==> src/rtl/sup_pkg.sv <==
package sup_pkg;

  typedef enum logic [1:0] {
    F_OFF    = 2'd0,
    F_CHARGE = 2'd1,
    F_RUN    = 2'd2,
    F_FAULT  = 2'd3
  } fsm_state_e;

  typedef enum logic [2:0] {
    S_OFF    = 3'd0,
    S_CHARGE = 3'd1,
    S_RUN    = 3'd2,
    S_WARN   = 3'd3,
    S_FAULT  = 3'd4
  } status_e;

endpackage

==> src/rtl/sup_sync.sv <==
module sup_sync #(
  parameter int W      = 5,
  parameter int STAGES = 2
) (
  input  logic         clk,
  input  logic         rst_n,
  input  logic [W-1:0] d_i,
  output logic [W-1:0] q_o
);

  generate
    if (STAGES == 0) begin : g_pass
      assign q_o = d_i;
    end else begin : g_chain
      logic [STAGES-1:0][W-1:0] chain;
      always_ff @(posedge clk or negedge rst_n) begin
        if (!rst_n) begin
          chain <= '0;
        end else begin
          chain[0] <= d_i;
          for (int i = 1; i < STAGES; i++) chain[i] <= chain[i-1];
        end
      end
      assign q_o = chain[STAGES-1];
    end
  endgenerate

endmodule

==> src/rtl/sup_strike.sv <==
module sup_strike #(
  parameter int STRIKES = 2
) (
  input  logic clk,
  input  logic rst_n,
  input  logic clear_i,
  input  logic sample_i,
  input  logic ocp_i,
  output logic warn_o,
  output logic trip_o
);

  localparam int CW = (STRIKES < 2) ? 1 : $clog2(STRIKES);
  localparam logic [CW-1:0] LAST = CW'(STRIKES - 1);

  logic [CW-1:0] cnt;

  assign trip_o = sample_i & ocp_i & (cnt == LAST);
  assign warn_o = (cnt != '0);

  always_ff @(posedge clk or negedge rst_n) begin
    if (!rst_n) begin
      cnt <= '0;
    end else if (clear_i) begin
      cnt <= '0;
    end else if (sample_i) begin
      if (!ocp_i || trip_o) cnt <= '0;
      else                  cnt <= cnt + 1'b1;
    end
  end

  // the run of trips never counts past the latching strike
  a_r8_count_bound: assert property (@(posedge clk) disable iff (!rst_n)
    cnt <= LAST);

  // a clean cycle sample drops the warning
  a_r7_clean_sample: assert property (@(posedge clk) disable iff (!rst_n)
    (sample_i && !ocp_i) |=> (cnt == '0));

endmodule

==> src/rtl/sup_recharge.sv <==
module sup_recharge (
  input  logic clk,
  input  logic rst_n,
  input  logic en_i,
  input  logic topup_i,
  input  logic on_i,
  output logic need_o
);

  always_ff @(posedge clk or negedge rst_n) begin
    if (!rst_n) begin
      need_o <= 1'b0;
    end else if (!en_i || on_i) begin
      need_o <= 1'b0;
    end else if (!topup_i) begin
      need_o <= 1'b1;
    end
  end

  // a request is only armed after the supply was seen below the top-up level
  a_r5_arm_cause: assert property (@(posedge clk) disable iff (!rst_n)
    $rose(need_o) |-> $past(!topup_i));

  // reaching the turn-on level always releases the request
  a_r5_release: assert property (@(posedge clk) disable iff (!rst_n)
    on_i |=> !need_o);

endmodule

==> src/rtl/sup_fsm.sv <==
module sup_fsm
  import sup_pkg::*;
(
  input  logic       clk,
  input  logic       rst_n,
  input  logic       on_i,
  input  logic       keep_i,
  input  logic       restart_i,
  input  logic       trip_i,
  input  logic       brown_evt_i,
  output fsm_state_e state_o
);

  fsm_state_e nxt;

  always_comb begin
    nxt = state_o;
    unique case (state_o)
      F_OFF:    if (!restart_i) nxt = F_CHARGE;
      F_CHARGE: if (on_i)       nxt = F_RUN;
      F_RUN: begin
        if (!keep_i)                    nxt = F_CHARGE;
        else if (trip_i || brown_evt_i) nxt = F_FAULT;
      end
      F_FAULT:  if (!keep_i)    nxt = F_OFF;
      default:  nxt = F_OFF;
    endcase
  end

  always_ff @(posedge clk or negedge rst_n) begin
    if (!rst_n) state_o <= F_OFF;
    else        state_o <= nxt;
  end

  // off is only ever left towards charging
  a_r2_off_exit: assert property (@(posedge clk) disable iff (!rst_n)
    ($past(state_o) == F_OFF && state_o != F_OFF) |-> (state_o == F_CHARGE));

  // switching is only entered from charging
  a_r3_run_entry: assert property (@(posedge clk) disable iff (!rst_n)
    (state_o == F_RUN && $past(state_o) != F_RUN) |-> ($past(state_o) == F_CHARGE));

  // the fault latch only clears into off
  a_r9_fault_exit: assert property (@(posedge clk) disable iff (!rst_n)
    ($past(state_o) == F_FAULT && state_o != F_FAULT) |-> (state_o == F_OFF));

  // a brownout while switching with a healthy supply latches the fault
  a_r10_brown_latch: assert property (@(posedge clk) disable iff (!rst_n)
    (state_o == F_RUN && keep_i && brown_evt_i) |=> (state_o == F_FAULT));

  // undervoltage while switching wins over any trip
  a_r4_uvlo_first: assert property (@(posedge clk) disable iff (!rst_n)
    (state_o == F_RUN && !keep_i) |=> (state_o == F_CHARGE));

endmodule

==> src/rtl/supply_hiccup_seq.sv <==
module supply_hiccup_seq
  import sup_pkg::*;
#(
  parameter int SYNC_STAGES = 2,
  parameter int STRIKES     = 2
) (
  input  logic       clk,
  input  logic       rst_n,
  input  logic       vcc_on_i,
  input  logic       vcc_keep_i,
  input  logic       vcc_topup_i,
  input  logic       vcc_restart_i,
  input  logic       line_ok_i,
  input  logic       gate_i,
  input  logic       ocp_i,
  input  logic       brownout_i,
  output logic       sw_en_o,
  output logic       hv_en_o,
  output logic [2:0] status_o
);

  localparam int NFLAG = 5;

  logic [NFLAG-1:0] flags_raw, flags_s;
  logic on_s, keep_s, topup_s, restart_s, line_s;
  logic gate_q, sample;
  logic warn, trip, need;
  logic running;
  fsm_state_e state;

  assign flags_raw = {line_ok_i, vcc_restart_i, vcc_topup_i, vcc_keep_i, vcc_on_i};

  sup_sync #(.W(NFLAG), .STAGES(SYNC_STAGES)) i_sync (
    .clk   (clk),
    .rst_n (rst_n),
    .d_i   (flags_raw),
    .q_o   (flags_s)
  );

  assign {line_s, restart_s, topup_s, keep_s, on_s} = flags_s;

  always_ff @(posedge clk or negedge rst_n) begin
    if (!rst_n) gate_q <= 1'b0;
    else        gate_q <= gate_i;
  end

  assign sample  = gate_q & ~gate_i;
  assign running = (state == F_RUN);

  sup_strike #(.STRIKES(STRIKES)) i_strike (
    .clk      (clk),
    .rst_n    (rst_n),
    .clear_i  (~running | ~keep_s),
    .sample_i (sample),
    .ocp_i    (ocp_i),
    .warn_o   (warn),
    .trip_o   (trip)
  );

  sup_recharge i_recharge (
    .clk     (clk),
    .rst_n   (rst_n),
    .en_i    (running),
    .topup_i (topup_s),
    .on_i    (on_s),
    .need_o  (need)
  );

  sup_fsm i_fsm (
    .clk         (clk),
    .rst_n       (rst_n),
    .on_i        (on_s),
    .keep_i      (keep_s),
    .restart_i   (restart_s),
    .trip_i      (trip),
    .brown_evt_i (sample & brownout_i),
    .state_o     (state)
  );

  assign sw_en_o = running;
  assign hv_en_o = line_s & ((state == F_CHARGE) | (running & need & ~gate_i));

  always_comb begin
    unique case (state)
      F_OFF:    status_o = S_OFF;
      F_CHARGE: status_o = S_CHARGE;
      F_RUN:    status_o = warn ? S_WARN : S_RUN;
      F_FAULT:  status_o = S_FAULT;
      default:  status_o = S_OFF;
    endcase
  end

  // the charge source never runs without enough input voltage
  a_r6_line_gate: assert property (@(posedge clk) disable iff (!rst_n)
    hv_en_o |-> line_s);

  // a latched fault keeps the power stage and the charge source quiet
  a_r8_fault_silent: assert property (@(posedge clk) disable iff (!rst_n)
    ($past(status_o) == S_FAULT && status_o == S_FAULT) |-> (!sw_en_o && !hv_en_o));

  // without a gate falling edge the warning level cannot move
  a_r11_no_edge_hold: assert property (@(posedge clk) disable iff (!rst_n)
    (running && keep_s && !sample) |=> ($stable(warn) || !running));

endmodule

==> config.mk <==
export PLATFORM = sky130hd
export DESIGN_NAME = supply_hiccup_seq
export DESIGN_NICKNAME = d
export VERILOG_FILES = /design/src/rtl/sup_pkg.sv /design/src/rtl/sup_sync.sv /design/src/rtl/sup_strike.sv /design/src/rtl/sup_recharge.sv /design/src/rtl/sup_fsm.sv /design/src/rtl/supply_hiccup_seq.sv
export SDC_FILE = /design/constraint.sdc
export NUM_CORES = 1
export LEC_CHECK = 0
export BUFFER_PORTS_ARGS = -buffer_cell sky130_fd_sc_hd__buf_2
export CORE_AREA = 2 2 39 41
export CTS_CLUSTER_SIZE = 24
export DETAILED_ROUTE_END_ITERATION = 8
export DIE_AREA = 0 0 41 43
export PLACE_DENSITY = 0.66
export SYNTH_ARGS = -nofsm -noshare
export SYNTH_HDL_FRONTEND = slang
export SYNTH_SLANG_ARGS = --single-unit
==> constraint.sdc <==
create_clock -name clk -period 0.97 [get_ports clk]
set_clock_uncertainty 0.15 [all_clocks]
set_input_delay 0 -clock clk [delete_from_list [all_inputs] [get_ports clk]]
set_output_delay 0 -clock clk [all_outputs]
set_load 0.01 [all_outputs]
* Word level (Yosys, flattened, before mapping)
Index checks and enable logic that the tools add are counted. Widths: inputs -> output; s select.
Word-level totals: word-level logic and storage cells 48, output and inout port bits 5, register bits after elaboration 15, bits of input ports 10
Operators by class: reduce and logical (&&, ||, !) cells 8, multiplexer cells 13, bitwise gates (word level) 12, eq/ne operators 8, $add $sub $neg 1
Operators with widths (number):
- $pmux 3 s4 | 1
- $mux 2 | 5
- $pmux 2 s4 | 1
- $and 1x1->1 | 7
- $mux 1 | 6
- $eq 2x2->1 const B | 2
- $ne 2x1->1 const B | 2
- $ne 2x2->1 const B | 2
- $reduce_and 4->1 | 1
- $logic_or 1x1->1 | 3
- $ne 3x2->1 const B | 1
- $not 1->1 | 3
- $eq 2x1->1 const B | 1
- $logic_not 1->1 | 2
- $logic_not 2->1 | 1
- $or 1x1->1 | 2
- $reduce_bool 2->1 | 1
- $add 1x1->1 const B | 1

* Logic depth before layout (Yosys ltp)
Gate-level depths: netlist of run 1.
word-level depth 8, depth in mapped cells 4, mapped depth without buffers 3

* By module
Synthesis of run 1 repeated with hierarchy kept, for this count alone.
Second synthesis, totals: cells, all modules 43, area total of the unflattened synthesis 588.1 µm²
Modules (own cells, without submodules):
- sup_sync | seq. area each 250.2 µm², times used 1, cells each 15, area each 287.8 µm²
- sup_fsm | seq. area each 50.0 µm², times used 1, cells each 9, area each 101.3 µm²
- supply_hiccup_seq | seq. area each 25.0 µm², times used 1, cells each 11, area each 97.6 µm²
- sup_recharge | seq. area each 25.0 µm², times used 1, cells each 3, area each 51.3 µm²
- sup_strike | seq. area each 25.0 µm², times used 1, cells each 5, area each 50.0 µm²

* Worst setup path before layout of run 1
OpenSTA, ideal clock, no wires.
path type register to output, start register i_fsm.state_o[0], end output hv_en_o, cell stages (with the launch flop) 5, buffers on the path 1, arrival 945 ps, required time 820 ps, slack -125 ps, cell sequence dfrtp_1 buf_4 nor2b_4 a31oi_1 nor2b_1
On the way: longest elaborated chain between the ends 5, elaborated cells on any way between the ends 6, classes of those cells eq/ne (2); bitwise (4)
RTL lines:
- from (decl) | RTL line sup_fsm.sv:11 | output fsm_state_e state_o
- from (signal assigned) | RTL line sup_fsm.sv:32 | else state_o <= nxt;
- $eq 2x2->1 | RTL line supply_hiccup_seq.sv:48 | assign running = (state == F_RUN);
- $and 1x1->1 (2 in series) | RTL line supply_hiccup_seq.sv:81 | assign hv_en_o = line_s & ((state == F_CHARGE) | (running & need & ~gate_i));
- $or 1x1->1 (*) | RTL line supply_hiccup_seq.sv:81
- $and 1x1->1 (*) | RTL line supply_hiccup_seq.sv:81
- to (decl) | RTL line supply_hiccup_seq.sv:18 | output logic hv_en_o,
Every way passes the cells marked *; elsewhere a longest branch is shown, timed or not.

* Final worst setup path of run 1
Ends and elaborated chain as after synthesis.

==> impl.org, run 1 <==
** Timing
- Hold slack final :: -275 ps
- Counting I/O delays and the setup requirement, the final critical path takes between 1000 and 1500 ps.
- Transition at the pin with the smallest max-transition slack :: 336 ps
- After routing, the total negative slack on setup checks comes to -2320 ps.
- In the finished design, the share of the clock period the worst path needs comes to 1.40.
- Worst max-slew margin expressed relative to the limit :: 0.776
- RSZ-0062 raised after global routing :: true
- Final count of pins violating max slew :: 0
- Number of failing hold endpoints at the final stage :: 11
- Fin worst setup slack :: -383 ps
- Setup violations remaining at the end of the flow were counted as 8.
- For this run, the top clock speed supported by timing is 739 MHz.

** Logic synthesis
- Post-synthesis share of cell area spent on and, or, nand and nor gates :: 0.162
- Area share of fa/ha/maj cells after synthesis :: 0
- Most frequently used cell type in the post-synthesis netlist :: sky130_fd_sc_hd__dfrtp_1
- Of the post-synthesis cell area, the dominant cell type holds 0.706.
- Net count after synthesis :: 50
- Most instantiated cells after synthesis :: sky130_fd_sc_hd__dfrtp_1 (15), sky130_fd_sc_hd__o21ai_0 (3)
- In the synthesized netlist the async set-or-reset flop fraction comes to 1.00.
- Unique cell type count in the Yosys netlist :: 19
- The share of the Yosys chip area taken by registers is 0.706.
- Cell area after synthesis :: 532 um2
- The most used flip-flop cell after synthesis is sky130_fd_sc_hd__dfrtp_1.
- Largest area contributor in the synthesized netlist :: sky130_fd_sc_hd__dfrtp_1
- Count of yosys warnings during synthesis :: 0
- Sorting the synthesized cells by area gives the leading types as sky130_fd_sc_hd__dfrtp_1 (71%), sky130_fd_sc_hd__o21ai_0 (2.8%), sky130_fd_sc_hd__nor2b_4 (2.6%).
- In this run, synthesis inferred 0 flip-flops with an integrated enable.
- Register bit total from synthesis :: 15
- Measured against the total synthesized area, the mux share comes to 0.0188.
- Share of the synthesized netlist area taken by xor and xnor gates :: 0
- Syn Area/Cell :: 13.3 um2
- In the synthesized netlist, the number of instances is 40.
- By area, the combinational part of the netlist is dominated by simple AND/OR/NAND/NOR gates.
- The area fraction in compound gates after synthesis came to 0.0847.

** Routing
- Number of iterations in the first detailed-routing pass :: 2
- Once detail routing completed, the nets flagged for antenna violations numbered 0.
- Routed wire length :: about 900 um
- Dividing the detail-routed wire length by the instance count gives 10.5 um.
- In the routed layout, each cell is associated on average with a via count of 4.63.
- Remaining DRCs :: 0
- Iteration-0 DRC count of the detailed router :: 1
- Via count :: 407

** CTS
- TritonCTS built the clock tree.
- CTS built an H-tree with a depth of 1.
- Clock root cell :: sky130_fd_sc_hd__clkbuf_4
- Buffers inserted to repair hold after CTS numbered 6.
- Clock tree synthesis found a total of 15 sinks.
- Maximum buffer depth of the clock tree :: 2
- Clock latency on the worst-skew pair, taken at its later pin, is 280 ps.
- Num CTS Buffers :: 3
- Clock transition at the registers of the reported paths :: 90 ps

** GRT
- The first global-routing pass estimated 1420 um of wire.
- The total overflow left after global routing is 0.
- The initial antenna violation count came to 0.
- Entering global routing, the biggest net connects 16 pins.
- The number of global-route vias before repair was 407.
- Across every metal layer, demand over resource in global routing totals 0.129.

** Layout
- Number of antenna repair diodes :: 0
- With fillers left out, the area of the finished cells amounts to 797 um2.
- Once layout is complete, the cells apart from fillers number 88.
- In the final design database the tool counted 83 nets.
- The area growth from synthesis to layout is 49.9%.
- Once layout is complete, the utilization of the core stands at 0.576.
- In the final layout, the share of cells above drive strength 1 is 0.417.
- Count of filler cells inserted in the layout :: 124

** Die
- The initial utilization of the core area, before any placement, comes to 0.384.
- In this run the vertical extent of the chip is 43 um.
- The floorplan step defined a die boundary enclosing around 0.0018 mm2.
- I/O pins :: 15
- From left edge to right edge, the die measures 41 um.
- Placeable core region :: 0.00138 mm2
- Standard-cell rows :: 14

** Power
- Of the total power, combinational logic draws 0.407.
- Across the VDD grid, the largest voltage drop is about 1300 uV.
- The analysis attributes to net switching a power of 0.000525 W.
- Reg power frac :: 0.409
- In this run the static leakage power is 0.399 nW.
- Cell Int Power :: 0.00131 W
- Of the total power, the share spent switching nets is 0.285.
- Clock power frac :: 0.184
- Dividing total power by cell area gives a power density of 2310 mW/mm2.

** Setup path
- Data on the critical path is required at its endpoint by 820 ps.
- The most critical setup path has its startpoint at i_fsm.state_o[0].
- STA classifies the critical path endpoint as an output pin.
- Worst r2r src :: i_fsm.state_o[0]
- Data arrival time at the worst-slack endpoint :: about 1200 ps
- Critical path launch point type :: flop
- CP Cell Sequence :: and2b_1 -> a31oi_1 -> nor2b_1 -> buf_2
- Largest fanout on the critical path :: 3
- Slowest cell delay on critical path :: about 430 ps
- Slowest stage cell, crit path :: sky130_fd_sc_hd__dfrtp_2
- Critical setup path kind :: flop to output pin

** Placement
- Number of placed cells counting well taps :: between 70 and 80
- The congestion estimate from routability-driven global placement came to approximately 0.68.
- Summing all placed instances gives a cell area of 644 um2.
- Count of buffers inserted at the top-level ports :: 14
- Detailed placement finished with a half-perimeter wire length of 599 um.

** Min path
- The min-delay analysis places its worst path in the category primary input to flop.
- Hold path start :: gate_i

** Job
- Across the run, the number of max-cap violations was 0.

** Run status
- The flow ran to the end, but the final reports show violations.
- The final reports fail on hold timing, setup timing.
==> sequential cells by signal, summed over array words and instances (netlist names) <==
register              count
i_recharge.need_o         1
i_sync.g_chain.chain      5
i_sync.q_o                5
i_fsm.state_o             2
i_strike.warn_o           1
gate_q                    1
==> power by group through the flow <==
stage                     logic, W  registers (W)  clock network, W
after floorplan           0.000333       0.000747                 0
after global placement    0.000446       0.000791                 0
after detailed placement  0.000454       0.000795                 0
after CTS                 0.000696       0.000754          0.000360
after global routing      0.000799       0.000761          0.000385
final                     0.000748       0.000753          0.000338
==> metrics by stage <==
stage,setup slack (ps),power [W]
floorplan,-107,0.00108
global placement,-156,0.00124
detailed placement,-182,0.00125
CTS,-408,0.00181
global route,-448,0.00195
finish,-383,0.00184
==> critical path: cells and delay by family (launching register included) <==
kind | cells | cell delay [ps]
compound gates | 1 | 130
buf+inv | 1 | 130
flops | 1 | 430
simple gates | 2 | 230
==> cell usage in the layout (no fill, tap or decap), drive strengths merged, types with 2 or more instances in the layout <==
| master | synthesis | routed |
|---|---|---|
| dlygate4sd3 | 0 | 6 |
| inv | 2 | 2 |
| a31oi | 2 | 2 |
| a21oi | 2 | 2 |
| nand2 | 2 | 2 |
| o21ai | 3 | 3 |
| buf | 1 | 23 |
| nor2b | 3 | 3 |
| dfrtp | 15 | 15 |
| clkbuf | 0 | 3 |
==> kinds of logic after synthesis <==
logic type,after synthesis
flops,15
buf+inv,3
simple gates,13
mux,1
compound gates,8
==> metal layers <==
layer	vias up	track usage	share of wire	wire length (um)
met5	-	0	0	0
met4	0	0.100	0	0
met3	0	0.0471	0.055	51
met2	13	0.222	0.56	516
met1	198	0.106	0.38	351
li1	196	-	-	-
==> final cells by class <==
| type | instances | area [um2] | share of cell area |
|---|---|---|---|
| Clock buffer | 3 | 22.5 | 0.0283 |
| Clock inverter | 1 | 5.00 | 0.00628 |
| Inverter | 2 | 7.51 | 0.00942 |
| Multi-Input combinational cell | 22 | 144 | 0.181 |
| Sequential cell | 15 | 377 | 0.473 |
| Tap cell | 16 | 20.0 | 0.0251 |
| Timing Repair Buffer | 29 | 221 | 0.278 |
==> path summary, 6_finish.rpt <==
check / endpoint / slack (ps) / depth (start not counted)
max reg2reg: i_fsm.state_o[0] / -330 / 5
max: hv_en_o / -380 / 4
min reg2reg: i_sync.q_o[4] / 200 / 0
min: gate_q / -270 / 1
min in group asynchronous: i_strike.warn_o / 0 / 2
max in group asynchronous: i_fsm.state_o[0] / 400 / 2
==> repair_timing <==
item | in CTS | in global routing
setup buffers | 4 | 1
endpoints found under the setup margin | 9 | 9
pin swaps | 1 | 0
hold endpoints to repair | 22 | 2
resized for setup | 6 | 3
Note: power is estimated with default switching activity, not from simulation.
==> inputs of run 2 (changes only) <==
- CORE_AREA: 2 2 39 41 -> unset
- CORE_MARGIN: unset -> 1
- CORE_UTILIZATION: unset -> 40
- DIE_AREA: 0 0 41 43 -> unset
==> run 2 against run 1 <==
The run still ends with hold timing, setup timing left; non-clock buffer count grew 4; routed wire length grew 4.3%; setup slack lost 11 ps; clock power shrank 2%; sequential share of layout area shrank 1.6 points; critical path depth is the same; critical path type unchanged; critical endpoint unchanged.
==> impl.org, run 2 (synthesis results as in run 1) <==
** Min path
- Hold crit path type :: primary input to async pin

** CTS
- Total number of clock tree sinks :: 15 (unchanged)
- Clock transition at the registers of the reported paths :: 80 ps (about the same)
- Clk_lat worst skew :: 270 ps (about the same)
- Clock root cell :: sky130_fd_sc_hd__clkbuf_4
- The buffer levels on the longest clock path came to 2 (unchanged).
- TritonCTS built the clock tree.
- The CTS H-tree depth was 1 (unchanged).
- The number of buffers inserted during clock tree synthesis was 3 (unchanged).

** Setup path
- STA classifies the critical path startpoint as a flop.
- STA classifies the critical path endpoint as an output pin.
- The biggest fanout along the worst timing path came to 4 (+1).
- The critical path in this run is classified as flop to output pin.
- The register-to-register setup slack came to -330 ps (about the same).
- The data required time at the worst endpoint is 820 ps (about the same).
- The arrival time at the worst endpoint is 1210 ps (about the same).

** Placement
- Final weighted congestion in routability-driven placement :: 0.650 (-4.6%)
- The count of placed standard cells including taps was 71 (-2.7%).
- Post-DP HPWL :: 603 um (+0.70%)
- Count of buffers inserted at the top-level ports :: 14 (unchanged)

** Routing
- Routed wire length :: 960 um (+4.3%)
- The total DRC errors in the routed layout came to 0 (unchanged).
- The DRC marker count from the first detailed-route iteration came to 2 (+1).
- The post-detailed-route via-to-cell ratio is 4.63 (+0.18%).
- The length of the first detailed-routing pass in iterations was 4 (+2).
- Number of antenna-violating nets in the routed design :: 0 (unchanged)
- DR WL/cell :: 10.7 um (+2.0%)
- The detailed-route via count is 417 (+2.5%).

** Timing
- The number of max-slew violations in the final report came to 0 (unchanged).
- RSZ-0062 raised after global routing :: true
- Hold slack final :: -5.26 ps (+270 ps)
- The final worst-path setup slack came to -394 ps (-10.8 ps).
- The transition time of the tightest slew-check pin was 315 ps (-20.8 ps).
- The final hold violation count came to 15 (+4).
- The share of the clock period used by the worst path is 1.41 (+0.0111).
- The clock period minus final worst setup slack came to 1360 ps (+10.8 ps).
- Final total negative setup slack :: -2620 ps (-299 ps)
- The maximum operating frequency came to 733 MHz (-0.79%).
- Worst max-slew margin expressed relative to the limit :: 0.790 (+0.0139)
- Setup Viol. Count Final :: 9 (+1)

** Layout
- The number of antenna repair diodes is 0 (unchanged).
- Fraction of final layout cells with drive strength greater than 1 :: 0.434 (+0.0175)
- Layout Area Growth over Synthesis :: 55.1%
- NumNets Final :: 87 (+4.8%)
- The final instance count without filler cells is 90 (+2.3%).
- Commonest cells after routing, fill and taps aside :: sky130_fd_sc_hd__dfrtp_1 (14), sky130_fd_sc_hd__buf_2 (12), sky130_fd_sc_hd__buf_4 (10)
- Leading cell type in the layout, fill and taps excluded :: sky130_fd_sc_hd__dfrtp_1

** Power
- The total power density per cell area was 2330 mW/mm2 (+1.0%).
- The clock network fraction of total power is 0.173 (-0.011).
- Leakage component of the power :: 0.415 nW (+4.0%)
- The share of total power consumed by net switching is 0.279 (-0.00592).
- Cell Int Power :: 0.00138 W (+5.4%)
- Reg power frac :: 0.395 (-0.014)
- The combinational share of power is 0.432 (+0.025).
- The worst vdd rail ir drop came to 1380 uV (+5.9%).
- P_sw :: 0.000537 W (+2.3%)

** GRT
- Total global-route track usage :: 0.163 (+0.0332)
- The maximum number of pins on one net before global-route repair is 16 (unchanged).
- The global-route congestion overflow total was 0 (unchanged).
- The number of global-route vias before repair is 399 (-2.0%).
- The first-pass GRT wire length was 1550 um (+9.2%).
- Number of antenna violations at the first check in global routing :: 0 (unchanged)

** Die
- Die area :: 0.00148 mm2 (-16%)
- The number of top-level pins is 15 (unchanged).
- The core outline area was 0.00117 mm2 (-15%).
- The floorplan row count was 12 (-2).
- Die extent in x :: 38.5 um (-6.2%)
- Initial standard-cell utilization of the core :: 0.454 (+0.0698)
- The die span in y came to 38.5 um (-11%).

** Job
- The number of max-cap violations was 0 (unchanged).

** Run status
- The flow ran to the end, but the final reports show violations.
- Violated checks :: hold timing, setup timing
==> run 2: cell types whose count changed in the layout (fill, tap and decap cells not counted) <==
cell,previous run,this run
sky130_fd_sc_hd__o21ai_0,1,2
sky130_fd_sc_hd__o21ai_1,2,1
sky130_fd_sc_hd__nand2_1,2,1
sky130_fd_sc_hd__buf_6,5,4
sky130_fd_sc_hd__nand2_2,0,1
sky130_fd_sc_hd__clkinv_2,1,0
sky130_fd_sc_hd__dlygate4sd3_1,6,7
sky130_fd_sc_hd__clkbuf_1,0,1
sky130_fd_sc_hd__buf_4,6,10
==> run 2: what timing repair did <==
item                                   4_1_cts  5_1_grt
setup endpoints to repair                    9        9
buffers inserted                             7        1
hold buffers                                 7        0
gates resized for setup                      8        0
cloned                                       0        0
pin swaps                                    1        0
endpoints found under the hold margin       22        0
==> run 2: power groups by stage <==
stage / sequential [W] / clock, W / combinational, W
4_1_cts: 0.000759 / 0.000358 / 0.000794
2_1_floorplan: 0.000747 / 0 / 0.000333
3_3_place_gp: 0.000786 / 0 / 0.000454
6_report: 0.000759 / 0.000332 / 0.000831
5_1_grt: 0.000768 / 0.000380 / 0.000909
3_5_place_dp: 0.000787 / 0 / 0.000459
==> run 2: metal layers <==
layer / global-route usage / wire length, um / share of wire / vias to the layer above
li1: - / - / - / 207
met1: 0.191 / 403 / 0.42 / 193
met2: 0.292 / 502 / 0.52 / 15
met3: 0.0174 / 37 / 0.039 / 2
met4: 0.0776 / 17 / 0.018 / 0
met5: 0 / 0 / 0 / -
==> run 2: cell type report <==
| class | count | area [um2] |
|---|---|---|
| inverter | 2 | 7.51 |
| timing repair buffer | 33 | 250 |
| multi-input combinational | 22 | 146 |
| tap | 14 | 17.5 |
| sequential | 15 | 377 |
| fill | 88 | 347 |
| clock buffer | 4 | 26.3 |
==> run 2: worst max-delay path, cell delays in order (launching register included) <==
cell and delay [ps]:
sky130_fd_sc_hd__dfrtp_2 440, sky130_fd_sc_hd__and2b_1 180, sky130_fd_sc_hd__a31oi_1 130, sky130_fd_sc_hd__nor2b_1 60
sky130_fd_sc_hd__buf_2 130
==> run 2: final timing paths <==
kind,start,endpoint,cells after the start
worst max register to register,i_fsm.state_o[0],i_fsm.state_o[0],5
worst max-delay path,i_fsm.state_o[0],hv_en_o,4
worst min-delay path,rst_n,i_sync.g_chain.chain[2],2
min in group clk,brownout_i,i_fsm.state_o[0],4
worst min register to register,i_sync.g_chain.chain[4],i_sync.q_o[4],0
max in group asynchronous,rst_n,i_fsm.state_o[0],2
==> run 2: per-stage QoR <==
stage / util / cell area, um2 / power, W / setup slack (ps)
2_1_floorplan: - / 536 / 0.00108 / -107
3_3_place_gp: 0.548 / 642 / 0.00124 / -140
3_5_place_dp: 0.548 / 642 / 0.00125 / -152
4_1_cts: 0.698 / 817 / 0.00191 / -414
5_1_grt: 0.704 / 825 / 0.00206 / -480
6_report: 0.704 / 825 / 0.00192 / -394
